## src/rtl/sio_pkg.sv

```systemverilog
package sio_pkg;
  typedef enum logic {
    SIO_DATA = 1'b0,
    SIO_STAT = 1'b1
  } sio_addr_e;
endpackage

```

## src/rtl/sio_clkgen.sv

```systemverilog
module sio_clkgen #(
  parameter int CLK_DIV = 4,
  parameter int DATA_W  = 8
) (
  input  logic clk_i,
  input  logic rst_ni,
  input  logic start_i,
  output logic busy_o,
  output logic sck_o,
  output logic fall_o,
  output logic rise_o,
  output logic last_o,
  output logic win_o
);
  localparam int CW = (CLK_DIV > 1) ? $clog2(CLK_DIV) : 1;
  localparam int BW = (DATA_W > 1) ? $clog2(DATA_W) : 1;

  logic [CW-1:0] cnt_q;
  logic [BW-1:0] bit_q;
  logic          busy_q, sck_q, fell_q;
  logic          tick;

  assign tick   = busy_q && (cnt_q == CW'(CLK_DIV - 1));
  assign fall_o = tick && sck_q;
  assign rise_o = tick && !sck_q;
  assign last_o = rise_o && (bit_q == BW'(DATA_W - 1));
  assign win_o  = busy_q && fell_q;
  assign busy_o = busy_q;
  assign sck_o  = sck_q;

  always_ff @(posedge clk_i or negedge rst_ni) begin
    if (!rst_ni) begin
      busy_q <= 1'b0;
      sck_q  <= 1'b1;
      fell_q <= 1'b0;
      cnt_q  <= '0;
      bit_q  <= '0;
    end else if (!busy_q) begin
      if (start_i) begin
        busy_q <= 1'b1;
        cnt_q  <= '0;
        bit_q  <= '0;
        fell_q <= 1'b0;
      end
    end else begin
      cnt_q <= tick ? '0 : cnt_q + 1'b1;
      if (tick) sck_q <= ~sck_q;
      if (fall_o) fell_q <= 1'b1;
      if (rise_o) bit_q <= bit_q + 1'b1;
      if (last_o) begin
        busy_q <= 1'b0;
        fell_q <= 1'b0;
      end
    end
  end
endmodule

```

## src/rtl/sio_shifter.sv

```systemverilog
module sio_shifter #(
  parameter int DATA_W = 8
) (
  input  logic              clk_i,
  input  logic              rst_ni,
  input  logic              wr_i,
  input  logic [DATA_W-1:0] wdata_i,
  input  logic              fall_i,
  input  logic              rise_i,
  input  logic              sdi_i,
  output logic [DATA_W-1:0] sr_o,
  output logic              sdo_o
);
  logic [DATA_W-1:0] sr_q;
  logic              sdo_q;

  // data register has no reset by intent
  always_ff @(posedge clk_i) begin
    if (wr_i)        sr_q <= wdata_i;
    else if (rise_i) sr_q <= {sr_q[DATA_W-2:0], sdi_i};
  end

  always_ff @(posedge clk_i or negedge rst_ni) begin
    if (!rst_ni)     sdo_q <= 1'b1;
    else if (fall_i) sdo_q <= sr_q[DATA_W-1];
  end

  assign sr_o  = sr_q;
  assign sdo_o = sdo_q;
endmodule

```

## src/rtl/sio_flags.sv

```systemverilog
module sio_flags (
  input  logic clk_i,
  input  logic rst_ni,
  input  logic stat_rd_i,
  input  logic data_acc_i,
  input  logic win_i,
  input  logic done_i,
  output logic spif_o,
  output logic dcol_o,
  output logic armed_o
);
  logic spif_q, dcol_q, armed_q;

  always_ff @(posedge clk_i or negedge rst_ni) begin
    if (!rst_ni) begin
      spif_q  <= 1'b0;
      dcol_q  <= 1'b0;
      armed_q <= 1'b0;
    end else begin
      if (data_acc_i)     armed_q <= 1'b0;
      else if (stat_rd_i) armed_q <= spif_q;

      if (done_i)                     spif_q <= 1'b1;
      else if (data_acc_i && armed_q) spif_q <= 1'b0;

      if (data_acc_i && win_i)        dcol_q <= 1'b1;
      else if (data_acc_i && armed_q) dcol_q <= 1'b0;
    end
  end

  assign spif_o  = spif_q;
  assign dcol_o  = dcol_q;
  assign armed_o = armed_q;
endmodule

```

## src/rtl/sio_port.sv

```systemverilog
module sio_port #(
  parameter int CLK_DIV = 4,
  parameter int DATA_W  = 8
) (
  input  logic              clk_i,
  input  logic              rst_ni,
  input  logic              sel_i,
  input  logic              addr_i,
  input  logic              rd_i,
  input  logic              wr_i,
  input  logic [DATA_W-1:0] wdata_i,
  output logic [DATA_W-1:0] rdata_o,
  output logic              sck_o,
  output logic              sdo_o,
  input  logic              sdi_i
);
  import sio_pkg::*;

  logic data_sel, data_acc, data_wr, stat_rd, start;
  logic busy, fall, rise, last, win;
  logic spif, dcol, armed;
  logic [DATA_W-1:0] sr, stat_word;

  assign data_sel = sel_i && (sio_addr_e'(addr_i) == SIO_DATA);
  assign data_acc = data_sel && (rd_i || wr_i);
  assign data_wr  = data_sel && wr_i;
  assign stat_rd  = sel_i && (sio_addr_e'(addr_i) == SIO_STAT) && rd_i;
  assign start    = data_wr && !busy;

  sio_clkgen #(.CLK_DIV(CLK_DIV), .DATA_W(DATA_W)) u_clkgen (
    .clk_i  (clk_i),
    .rst_ni (rst_ni),
    .start_i(start),
    .busy_o (busy),
    .sck_o  (sck_o),
    .fall_o (fall),
    .rise_o (rise),
    .last_o (last),
    .win_o  (win)
  );

  sio_shifter #(.DATA_W(DATA_W)) u_shifter (
    .clk_i  (clk_i),
    .rst_ni (rst_ni),
    .wr_i   (data_wr),
    .wdata_i(wdata_i),
    .fall_i (fall),
    .rise_i (rise),
    .sdi_i  (sdi_i),
    .sr_o   (sr),
    .sdo_o  (sdo_o)
  );

  sio_flags u_flags (
    .clk_i     (clk_i),
    .rst_ni    (rst_ni),
    .stat_rd_i (stat_rd),
    .data_acc_i(data_acc),
    .win_i     (win),
    .done_i    (last),
    .spif_o    (spif),
    .dcol_o    (dcol),
    .armed_o   (armed)
  );

  always_comb begin
    stat_word           = '0;
    stat_word[DATA_W-1] = spif;
    stat_word[DATA_W-2] = dcol;
  end

  assign rdata_o = (sio_addr_e'(addr_i) == SIO_STAT) ? stat_word : sr;
endmodule

```

## config.mk

```make
export PLATFORM = sky130hd
export DESIGN_NAME = sio_port
export DESIGN_NICKNAME = d
export VERILOG_FILES = /design/src/rtl/sio_pkg.sv /design/src/rtl/sio_clkgen.sv /design/src/rtl/sio_shifter.sv /design/src/rtl/sio_flags.sv /design/src/rtl/sio_port.sv
export SDC_FILE = /design/constraint.sdc
export NUM_CORES = 1
export LEC_CHECK = 0
export CAP_MARGIN = 20
export CORE_UTILIZATION = 50
export CTS_BUF_LIST = sky130_fd_sc_hd__clkbuf_4 sky130_fd_sc_hd__clkbuf_8 sky130_fd_sc_hd__clkbuf_16
export DETAILED_ROUTE_END_ITERATION = 12
export DONT_BUFFER_PORTS = 1
export PLACE_DENSITY = 0.68
export RECOVER_POWER = 50
export SYNTH_ARGS = -nofsm -noshare
export SYNTH_HDL_FRONTEND = slang
export SYNTH_HIERARCHICAL = 1
export SYNTH_SLANG_ARGS = --single-unit
export TNS_END_PERCENT = 10
```

## constraint.sdc

```tcl
create_clock -name clk_i -period 2.1 [get_ports clk_i]
set_input_delay 0.42 -clock clk_i [delete_from_list [all_inputs] [get_ports clk_i]]
set_output_delay 0.42 -clock clk_i [all_outputs]
set_load 0.01 [all_outputs]
```

== Word level (Yosys, flattened, before mapping) ==
Index checks and enable logic that the tools add are counted.
Storage, ports and cells
  output and inout bits: 10
  input bits: 15
  word-level logic and storage cells: 63
  bits in registers: 20
Cells by class
  equality and inequality tests: 4
  add/subtract/negate cells: 2
  mux-type cells: 21
  bitwise gates (word level): 2
  reduce and logical (&&, ||, !) cells: 24
Operators by type and width (number)
  2-to-1 mux 8 bit: 3
  logical AND 1 bit: 13
  2-to-1 mux 1 bit: 12
  nonzero test 2 bit: 5
  2-to-1 mux 3 bit: 3
  2-to-1 mux 2 bit: 3
  AND reduction 2 bit: 3
  adder 3 x 1 -> 3 bit (second input constant): 1
  equality test 3 bit (second input constant): 1
  != test 3 bit (second input constant): 1
  adder 2 x 1 -> 2 bit (second input constant): 1
  equality test 2 bit (second input constant): 1
  logical NOT 1 bit: 2
  != test 2 x 1 -> 1 bit (second input constant): 1
  inverter 1 bit: 2
  logical OR 1 bit: 1

== Longest topological paths before layout ==
Gate-level depths: netlist of run 1.
  depth in word-level cells: 6
  gate-level depth with buffers: 5
  gate-level depth less buffers: 5

== Cells and area by module ==
Netlist of run 1, hierarchy kept.
By module, submodules not included
  sio_clkgen: seq. area each 201.4 um^2, instances 1, area each 425.4 um^2, cells each 41
  sio_shifter: seq. area each 266.5 um^2, instances 1, area each 415.4 um^2, cells each 20
  sio_port: seq. area each 0.0 um^2, instances 1, area each 128.9 um^2, cells each 14
  sio_flags: seq. area each 75.1 um^2, instances 1, area each 108.9 um^2, cells each 8

== Worst setup path before layout of run 1 ==
OpenSTA, ideal clock, no wires.
  kind: input -> register
  start: in addr_i
  end: reg u_shifter.sr_q[0], in the netlist u_shifter/sr_o[0], enable pin
  slack: 723 ps
  arrival time: 1047 ps
  path buffers: 1
  stages on the path: 3
  setup time: 330 ps
  data required time: 1770 ps
  cells stage by stage: and3b_2 -> buf_6 -> or2_1
On the way
  longest elaborated chain between the ends: 4
RTL lines
  from (decl): RTL line sio_port.sv:8  | input logic addr_i,
  inverter 1 bit: RTL line sio_port.sv:24  | assign data_sel = sel_i && (sio_addr_e'(addr_i) == SIO_DATA);
  logical AND 1 bit: RTL line sio_port.sv:24
  logical AND 1 bit: RTL line sio_port.sv:26  | assign data_wr = data_sel && wr_i;
  nonzero test 2 bit (no source line)
  to (signal assigned): RTL line sio_shifter.sv:19  | if (wr_i) sr_q <= wdata_i;
  to (signal assigned): RTL line sio_shifter.sv:20  | else if (rise_i) sr_q <= {sr_q[DATA_W-2:0], sdi_i};
  to (decl): RTL line sio_shifter.sv:14  | logic [DATA_W-1:0] sr_q;
No other way between the ends.
A chain may end at the register's enable or synchronous reset.

== Worst setup path after layout of run 1 ==
  start: reg u_clkgen.cnt_q[0]
  end: reg u_shifter.sr_q[2], in the netlist u_shifter/sr_o[2], enable pin
On the way
  longest elaborated chain between the ends: 4
RTL lines
  from (decl): RTL line sio_clkgen.sv:18  | logic [CW-1:0] cnt_q;
  from (signal assigned): RTL line sio_clkgen.sv:46  | cnt_q <= tick ? '0 : cnt_q + 1'b1;
  equality test 2 bit: RTL line sio_clkgen.sv:23  | assign tick = busy_q && (cnt_q == CW'(CLK_DIV - 1));
  logical AND 1 bit: RTL line sio_clkgen.sv:23
  logical AND 1 bit: RTL line sio_clkgen.sv:25  | assign rise_o = tick && !sck_q;
  net rise: RTL line sio_port.sv:20  | logic busy, fall, rise, last, win;
  nonzero test 2 bit (no source line)
The timed path passes the listed nets, and every way through them passes these cells.

==> metrics.csv, run 1 <==
stage;metric;value;unit
drt;DR vias/cell;5.411;
critical_path;kind of critical path;flip-flop to flip-flop;
synthesis;syn nets;101;
floorplan;full die area;0.002347;sq mm
sta;RSZ-0062 raised after global routing;false;
sta;fin. max-slew vios;0;
sta;slew at the pin with the worst max-slew slack;0.5237;ns
synthesis;Mapped Area;0.001079;sq mm
synthesis;number of library cell types mapped by synthesis;33;
drt;routed via count;606;
synthesis;area leader, netlist;dfrtp_1;
cts;TritonCTS Buffers;3;
cts;CTS sink cnt;20;
critical_path;cells on worst reg2reg path;4;
cells_and_area;# diodes;0;
sta;post-route setup slack;0.5190;ns
min_path;hold depth;2;
sta;fin crit share;0.7528;
synthesis;flop and latch count out of synthesis;20;
cells_and_area;final-stage net count;104;
sta;final setup vio count;0;
floorplan;I/O pin cnt;25;
critical_path;Crit path arrival time;1.56;ns
placed_design;gpl congestion;0.7021;
placed_design;dpl hpwl;1.184;mm
drt;remaining antenna violation count;0;
cells_and_area;most frequent cells in the layout;10 x dfrtp_1, 8 x nand2_1, 8 x edfxtp_1;
sta;Hold Violations, Final;0;
run;Max Cap Viol;0;
grt;largest net degree at the start of global routing;15;
sta;Setup Skew;0.008555;ns
cts;H-tree depth;1;
status;status;completed;
critical_path;Critical Path Sink Type;flip-flop;
critical_path;Worst Setup SP;u_clkgen/cnt_q[0]$_DFFE_PN0P_;
critical_path;CP Max Fanout;8;
grt;first-pass GRT wire length;2.815;mm
synthesis;synth top area cells;dfrtp_1 23%, edfxtp_1 22%, mux2_4 14%, dfstp_2 4.9%, and2b_2 4.9%;
sta;relative slew slack;0.6497;
synthesis;yosys warns;6;
synthesis;Post-synth top flop;dfrtp_1;
synthesis;Yosys top cell area share;0.2320;
critical_path;Reg-to-Reg Start;u_clkgen/cnt_q[0]$_DFFE_PN0P_;
floorplan;initial core utilization;0.5387;
synthesis;register area share after synthesis;0.5035;
pwr;Leakage;0.4664;nW
sta;Fmax;632.5;MHz
placed_design;DP Worst Slack;0.4667;ns
cts;CTS root buffer;clkbuf_4;
grt;global route total overflow;0;
cts;CTS clk-pin slew, worst paths;0.11;ns
drt;DRT Pass-1 Iters;4;
synthesis;Syn Inst Count;83;
placed_design;PortBufs;0;
cells_and_area;Finished Core Util;0.5431;
drt;# DRC;0;
min_path;beginning of the worst hold path;addr_i;
sta;final worst path period need;1.581;ns
cells_and_area;fraction of layout cells with a size suffix above 1;0.2118;
cts;CTS tree;built;
floorplan;die width;48.45;um
pwr;Power Total;1.188;mW
pwr;Pwr Density;1093;mW/mm^2
grt;vias in the first global route;620;
cts;clock buffer depth;2;
cells_and_area;most common cell after layout, fill and taps aside;dfrtp_1;
cts;number of setup buffers added after CTS;0;
synthesis;syn_area_per_cell;12.99;sq um
drt;Post-Route WL;1.621;mm
sta;Total Neg Setup Slack;0;ns
floorplan;core footprint;0.002002;sq mm
cts;clk_lat worst skew;0.30;ns
cells_and_area;Layout area overhead;0.8118;%
critical_path;Worst Path Required;2.08;ns
synthesis;EDFF count, synth;8;
critical_path;Setup crit start kind;flip-flop;
synthesis;Async SR Flop Fraction;0.6000;
grt;initial antenna violation count;0;
min_path;worst hold path class;input pin to flip-flop;
floorplan;Core Rows;16;
drt;WL/cell;14.47;um
floorplan;Die Ht;48.45;um
grt;GRT Resource Usage Total;0.1588;
drt;Iteration-0 DRC Markers;10;
pwr;IR drop worst, VDD;0.4764;mV
==> final cells by class <==
cell class | count | area (sq um)
Clock buffer | 4 | 30.03
Fill cell | 186 | 914.6
Inverter | 1 | 3.754
Multi-Input combinational cell | 59 | 466.7
Sequential cell | 20 | 543.0
Tap cell | 27 | 33.78
Timing Repair Buffer | 1 | 10.01
==> state kept, by name, indices dropped and copies added (netlist names) <==
signal and flops:
u_clkgen/bit_q 3, u_clkgen/busy_o 1, u_clkgen/cnt_q 2, u_clkgen/fell_q 1, u_clkgen/sck_o 1, u_flags/armed_o 1
u_flags/dcol_o 1, u_flags/spif_o 1, u_shifter/sdo_o 1, u_shifter/sr_o 8
==> metal layers <==
metal  GRT usage  vias to the layer above  share of wire
met5           0                        -              0
met3     0.03145                        2          0.035
met1      0.2087                      295           0.49
met4     0.07353                        0         0.0086
met2      0.2535                       10           0.47
li1            -                      299              -
==> worst paths after layout <==
path | endpoint | slack (ns)
worst max-delay path | u_shifter/sr_o[2]$_DFFE_PP_ | 0.52
worst min-delay path | u_flags/armed_o$_DFFE_PN0P_ | 0.31
worst max register to register | u_shifter/sr_o[2]$_DFFE_PP_ | 0.52
worst min register to register | u_clkgen/cnt_q[1]$_DFFE_PN0P_ | 0.51
max in group asynchronous | u_shifter/sdo_o$_DFFE_PN1P_ | 1.21
min in group asynchronous | u_flags/armed_o$_DFFE_PN0P_ | 0.52
==> what timing repair did <==
action	in CTS	in global routing
hold buffers	1	0
hold endpoints to repair	12	0
gates resized for setup	0	0
==> where the power goes <==
group / internal [mW] / switching (mW)
clock network: 0.0868 / 0.112
logic: 0.173 / 0.150
registers: 0.549 / 0.117
total: 0.809 / 0.379
==> kinds of logic (layout without fill, tap and decap cells) <==
| logic type | count (synthesis) | count (layout) | share of synthesized area |
|---|---|---|---|
| AOI/OAI and AO/OA | 8 | 8 | 0.05684 |
| adders and majority gates | 3 | 3 | 0.03481 |
| and+or+nand+nor | 34 | 34 | 0.1984 |
| xor gates and xnor gates | 2 | 2 | 0.01624 |
| DFF | 20 | 20 | 0.5035 |
| muxes | 12 | 12 | 0.1589 |
| buffers and inverters | 4 | 6 | 0.03132 |
==> worst max-delay path: stages (launching register included) <==
cell	delay, ns
dfrtp_1	0.40
ha_1	0.26
nand2_1	0.14
nor2_1	0.14
or2_1	0.32
==> synthesized netlist by cell type (2+ instances only) <==
| cell | number |
|---|---|
| buf_6 | 2 |
| nor3b_1 | 2 |
| dfstp_2 | 2 |
| nand2_1 | 7 |
| mux2_4 | 10 |
| a21o_1 | 2 |
| edfxtp_1 | 8 |
| nand3_1 | 2 |
| and2b_2 | 6 |
| dfrtp_1 | 10 |
| nand2b_1 | 2 |
| ha_1 | 3 |
| o211ai_1 | 2 |
| nor2_1 | 6 |
==> stage by stage <==
stage	area, sq um	std cells	hold slack [ns]
3_3_place_gp	1082	107	0.1247
6_report	1087	112	0.3090
4_1_cts	1122	112	0.3027
5_1_grt	1087	112	0.2938
2_1_floorplan	1079	83	0.1244
3_5_place_dp	1082	107	0.1247
Note: power is estimated with default switching activity, not from simulation.
==> inputs of run 2 (changes only) <==
--- a/config.mk
+++ b/config.mk
@@ -5,6 +5,7 @@
 export SDC_FILE = /design/constraint.sdc
 export NUM_CORES = 1
 export LEC_CHECK = 0
+export ABC_AREA = 1
 export CAP_MARGIN = 20
 export CORE_UTILIZATION = 50
 export CTS_BUF_LIST = sky130_fd_sc_hd__clkbuf_4 sky130_fd_sc_hd__clkbuf_8 sky130_fd_sc_hd__clkbuf_16
==> constraint.sdc (replaced) <==
create_clock -name clk_i -period 1.6 [get_ports clk_i]
set_input_delay 0.32 -clock clk_i [delete_from_list [all_inputs] [get_ports clk_i]]
set_output_delay 0.32 -clock clk_i [all_outputs]
set_load 0.01 [all_outputs]
==> run 2 against run 1 <==
  * Via count rose by 25%
  * Synthesized cell count is 54% higher
  * Maximum frequency increased by 16%
  * Sequential share of layout area is 1.2 points lower
  * Highest routed layer unchanged
==> metrics.csv, run 2 <==
stage;metric;value;unit;change
drt;# DRC;0;;unchanged
cells_and_area;max FFs per register;8;;unchanged
cells_and_area;final-stage net count;151;;was 104
cts;clk_lat worst skew;0.29;ns;was 0.30 ns
synthesis;syn nets;146;;was 101
critical_path;CP Max Fanout;8;;unchanged
drt;Iteration-0 DRC Markers;20;;was 10
floorplan;full die area;0.002308;sq mm;was 0.002347 sq mm
synthesis;yosys warns;6;;unchanged
floorplan;I/O pin cnt;25;;unchanged
cts;CTS sink cnt;20;;unchanged
synthesis;Syn Inst Count;128;;was 83
drt;DRT Pass-1 Iters;4;;unchanged
sta;Setup Skew;0.002013;ns;was 0.008555 ns
floorplan;Core Rows;16;;unchanged
grt;global route total overflow;0;;unchanged
sta;RSZ-0062 raised after global routing;false;;unchanged
sta;Hold Violations, Final;0;;unchanged
cts;H-tree depth;1;;unchanged
placed_design;gpl congestion;0.7593;;was 0.7021
synthesis;Mapped Area;0.001060;sq mm;was 0.001079 sq mm
cts;number of setup buffers added after CTS;0;;unchanged
placed_design;dpl hpwl;1.357;mm;was 1.184 mm
sta;slew at the pin with the worst max-slew slack;0.5265;ns;was 0.5237 ns
run;Max Cap Viol;0;;unchanged
cells_and_area;Layout area overhead;5.077;%;was 0.8118%
drt;routed via count;755;;was 606
synthesis;leading cell type by number of instances after synthesis;nand2_1;;
cells_and_area;# diodes;0;;unchanged
drt;Post-Route WL;1.704;mm;was 1.621 mm
critical_path;Setup crit start kind;flip-flop;;unchanged
cts;CTS clk-pin slew, worst paths;0.11;ns;about the same
sta;final worst path period need;1.360;ns;was 1.581 ns
critical_path;Crit path arrival time;1.42;ns;was 1.56 ns
min_path;worst hold path class;input pin to flip-flop;;unchanged
cts;TritonCTS Buffers;3;;unchanged
synthesis;area leader, netlist;dfrtp_1;;unchanged
synthesis;Yosys top cell area share;0.2361;;was 0.2320
sta;fin. max-slew vios;0;;unchanged
floorplan;die width;48.04;um;was 48.45 um
cells_and_area;most frequent cells in the layout;58 x nand2_1, 19 x inv_1, 10 x dfrtp_1;;was 10 x dfrtp_1, 8 x nand2_1, 8 x edfxtp_1
pwr;Leakage;0.5891;nW;was 0.4664 nW
sta;hold_ws;0.2028;ns;was 0.3090 ns
synthesis;register area share after synthesis;0.5124;;was 0.5035
grt;largest net degree at the start of global routing;13;;was 15
synthesis;Post-synth top flop;dfrtp_1;;unchanged
cts;clock buffer depth;2;;unchanged
cts;CTS tree;built;;unchanged
synthesis;synth top area cells;dfrtp_1 24%, edfxtp_1 23%, nand2_1 21%, inv_1 6.4%, dfstp_2 5.0%;;was dfrtp_1 23%, edfxtp_1 22%, mux2_4 14%, dfstp_2 4.9%, and2b_2 4.9%
cells_and_area;fraction of layout cells with a size suffix above 1;0.09091;;was 0.2118
grt;GRT Resource Usage Total;0.1710;;was 0.1588
pwr;Pwr Density;1599;mW/mm^2;was 1093 mW/mm^2
drt;remaining antenna violation count;0;;unchanged
floorplan;Die Ht;48.04;um;was 48.45 um
synthesis;number of library cell types mapped by synthesis;22;;was 33
sta;final setup vio count;0;;unchanged
critical_path;Critical Path Sink Type;flip-flop;;unchanged
critical_path;worst reg2reg setup slack;0.24;ns;was 0.52 ns
synthesis;EDFF count, synth;8;;unchanged
cells_and_area;most common cell after layout, fill and taps aside;nand2_1;;was dfrtp_1
status;status;completed;;unchanged
synthesis;syn_area_per_cell;8.279;sq um;was 12.99 sq um
min_path;hold depth;2;;unchanged
cts;CTS root buffer;clkbuf_4;;unchanged
pwr;IR drop worst, VDD;0.8581;mV;was 0.4764 mV
critical_path;cells on worst reg2reg path;4;;unchanged
synthesis;Async SR Flop Fraction;0.6000;;unchanged
critical_path;Worst Path Required;1.66;ns;was 2.08 ns
floorplan;core footprint;0.001982;sq mm;was 0.002002 sq mm
sta;fin crit share;0.8499;;was 0.7528
drt;DR vias/cell;4.748;;was 5.411
synthesis;flop and latch count out of synthesis;20;;unchanged
floorplan;initial core utilization;0.5347;;was 0.5387
grt;vias in the first global route;681;;was 620
sta;Total Neg Setup Slack;0;ns;unchanged
grt;initial antenna violation count;0;;unchanged
synthesis;top cells by count, synth;58 x nand2_1, 18 x inv_1, 10 x dfrtp_1;;was 10 x dfrtp_1, 10 x mux2_4, 8 x edfxtp_1
drt;WL/cell;10.72;um;was 14.47 um
placed_design;PortBufs;0;;unchanged
critical_path;kind of critical path;flip-flop to flip-flop;;unchanged
sta;relative slew slack;0.6478;;was 0.6497
grt;first-pass GRT wire length;2.663;mm;was 2.815 mm
sta;Fmax;735.4;MHz;was 632.5 MHz
[run 2: per-stage QoR]
stage	instances	cell area, sq um	worst slack, ns	util	total power, mW
global route	159	1114	0.1466	0.5619	1.921
global placement	154	1075	0.1545	0.5423	1.373
CTS	159	1137	0.06758	0.5739	1.816
floorplan	128	1060	0.2564	-	1.304
finish	159	1114	0.2401	0.5619	1.781
detailed placement	154	1075	0.08776	0.5423	1.401
[run 2: path summary, 6_finish.rpt]
check | start | end
worst max-delay path | u_clkgen/cnt_q[0]$_DFFE_PN0P_ | u_shifter/sr_o[2]$_DFFE_PP_
min in group asynchronous | rst_ni | u_clkgen/bit_q[0]$_DFFE_PN0P_
worst max register to register | u_clkgen/cnt_q[0]$_DFFE_PN0P_ | u_shifter/sr_o[2]$_DFFE_PP_
worst min-delay path | wdata_i[2] | u_shifter/sr_o[2]$_DFFE_PP_
worst min register to register | u_flags/dcol_o$_DFFE_PN0P_ | u_flags/dcol_o$_DFFE_PN0P_
max in group asynchronous | rst_ni | u_clkgen/sck_o$_DFFE_PN1P_
[run 2: what timing repair did]
| item | CTS | global route |
|---|---|---|
| endpoints found under the hold margin | 12 | 0 |
| hold buffers | 1 | 0 |
| endpoints found under the setup margin | 0 | 8 |
| gates resized for setup | 0 | 1 |
[run 2: cell families after synthesis]
group / after synthesis / share of synthesized area
AND/OR/NAND/NOR: 77 / 0.3141
buffers and inverters: 23 / 0.1074
flip-flops: 20 / 0.5124
AO/OA/AOI/OAI: 5 / 0.03070
adder cells (fa/ha/maj): 3 / 0.03542
[run 2: cell type report]
cell class	count	area [sq um]
fill	201	868.3
sequential	20	543.0
multi-input combinational	85	390.4
inverter	20	76.32
tap	27	33.78
clock inverter	1	30.03
clock buffer	3	22.52
timing repair buffer	3	17.52
[run 2: metal layers]
metal,up-vias,track usage,share of wire
li1,398,-,-
met1,341,0.2071,0.46
met2,14,0.2946,0.49
met3,2,0.02642,0.046
met4,0,0.08333,0.0076
met5,-,0,0
[run 2: power by group]
| part | switching (mW) | leakage [nW] | internal [mW] | total, mW |
|---|---|---|---|---|
| Sequential | 0.132 | 0.220 | 0.746 | 0.878 |
| Clock | 0.149 | 0.0279 | 0.253 | 0.402 |
| Combinational | 0.315 | 0.341 | 0.185 | 0.500 |
[run 2: worst max-delay path, stage by stage, from the launching register on]
cell	delay, ns
dfrtp_1	0.41
ha_1	0.27
nand2_4	0.11
nor2_4	0.05
or2_4	0.28
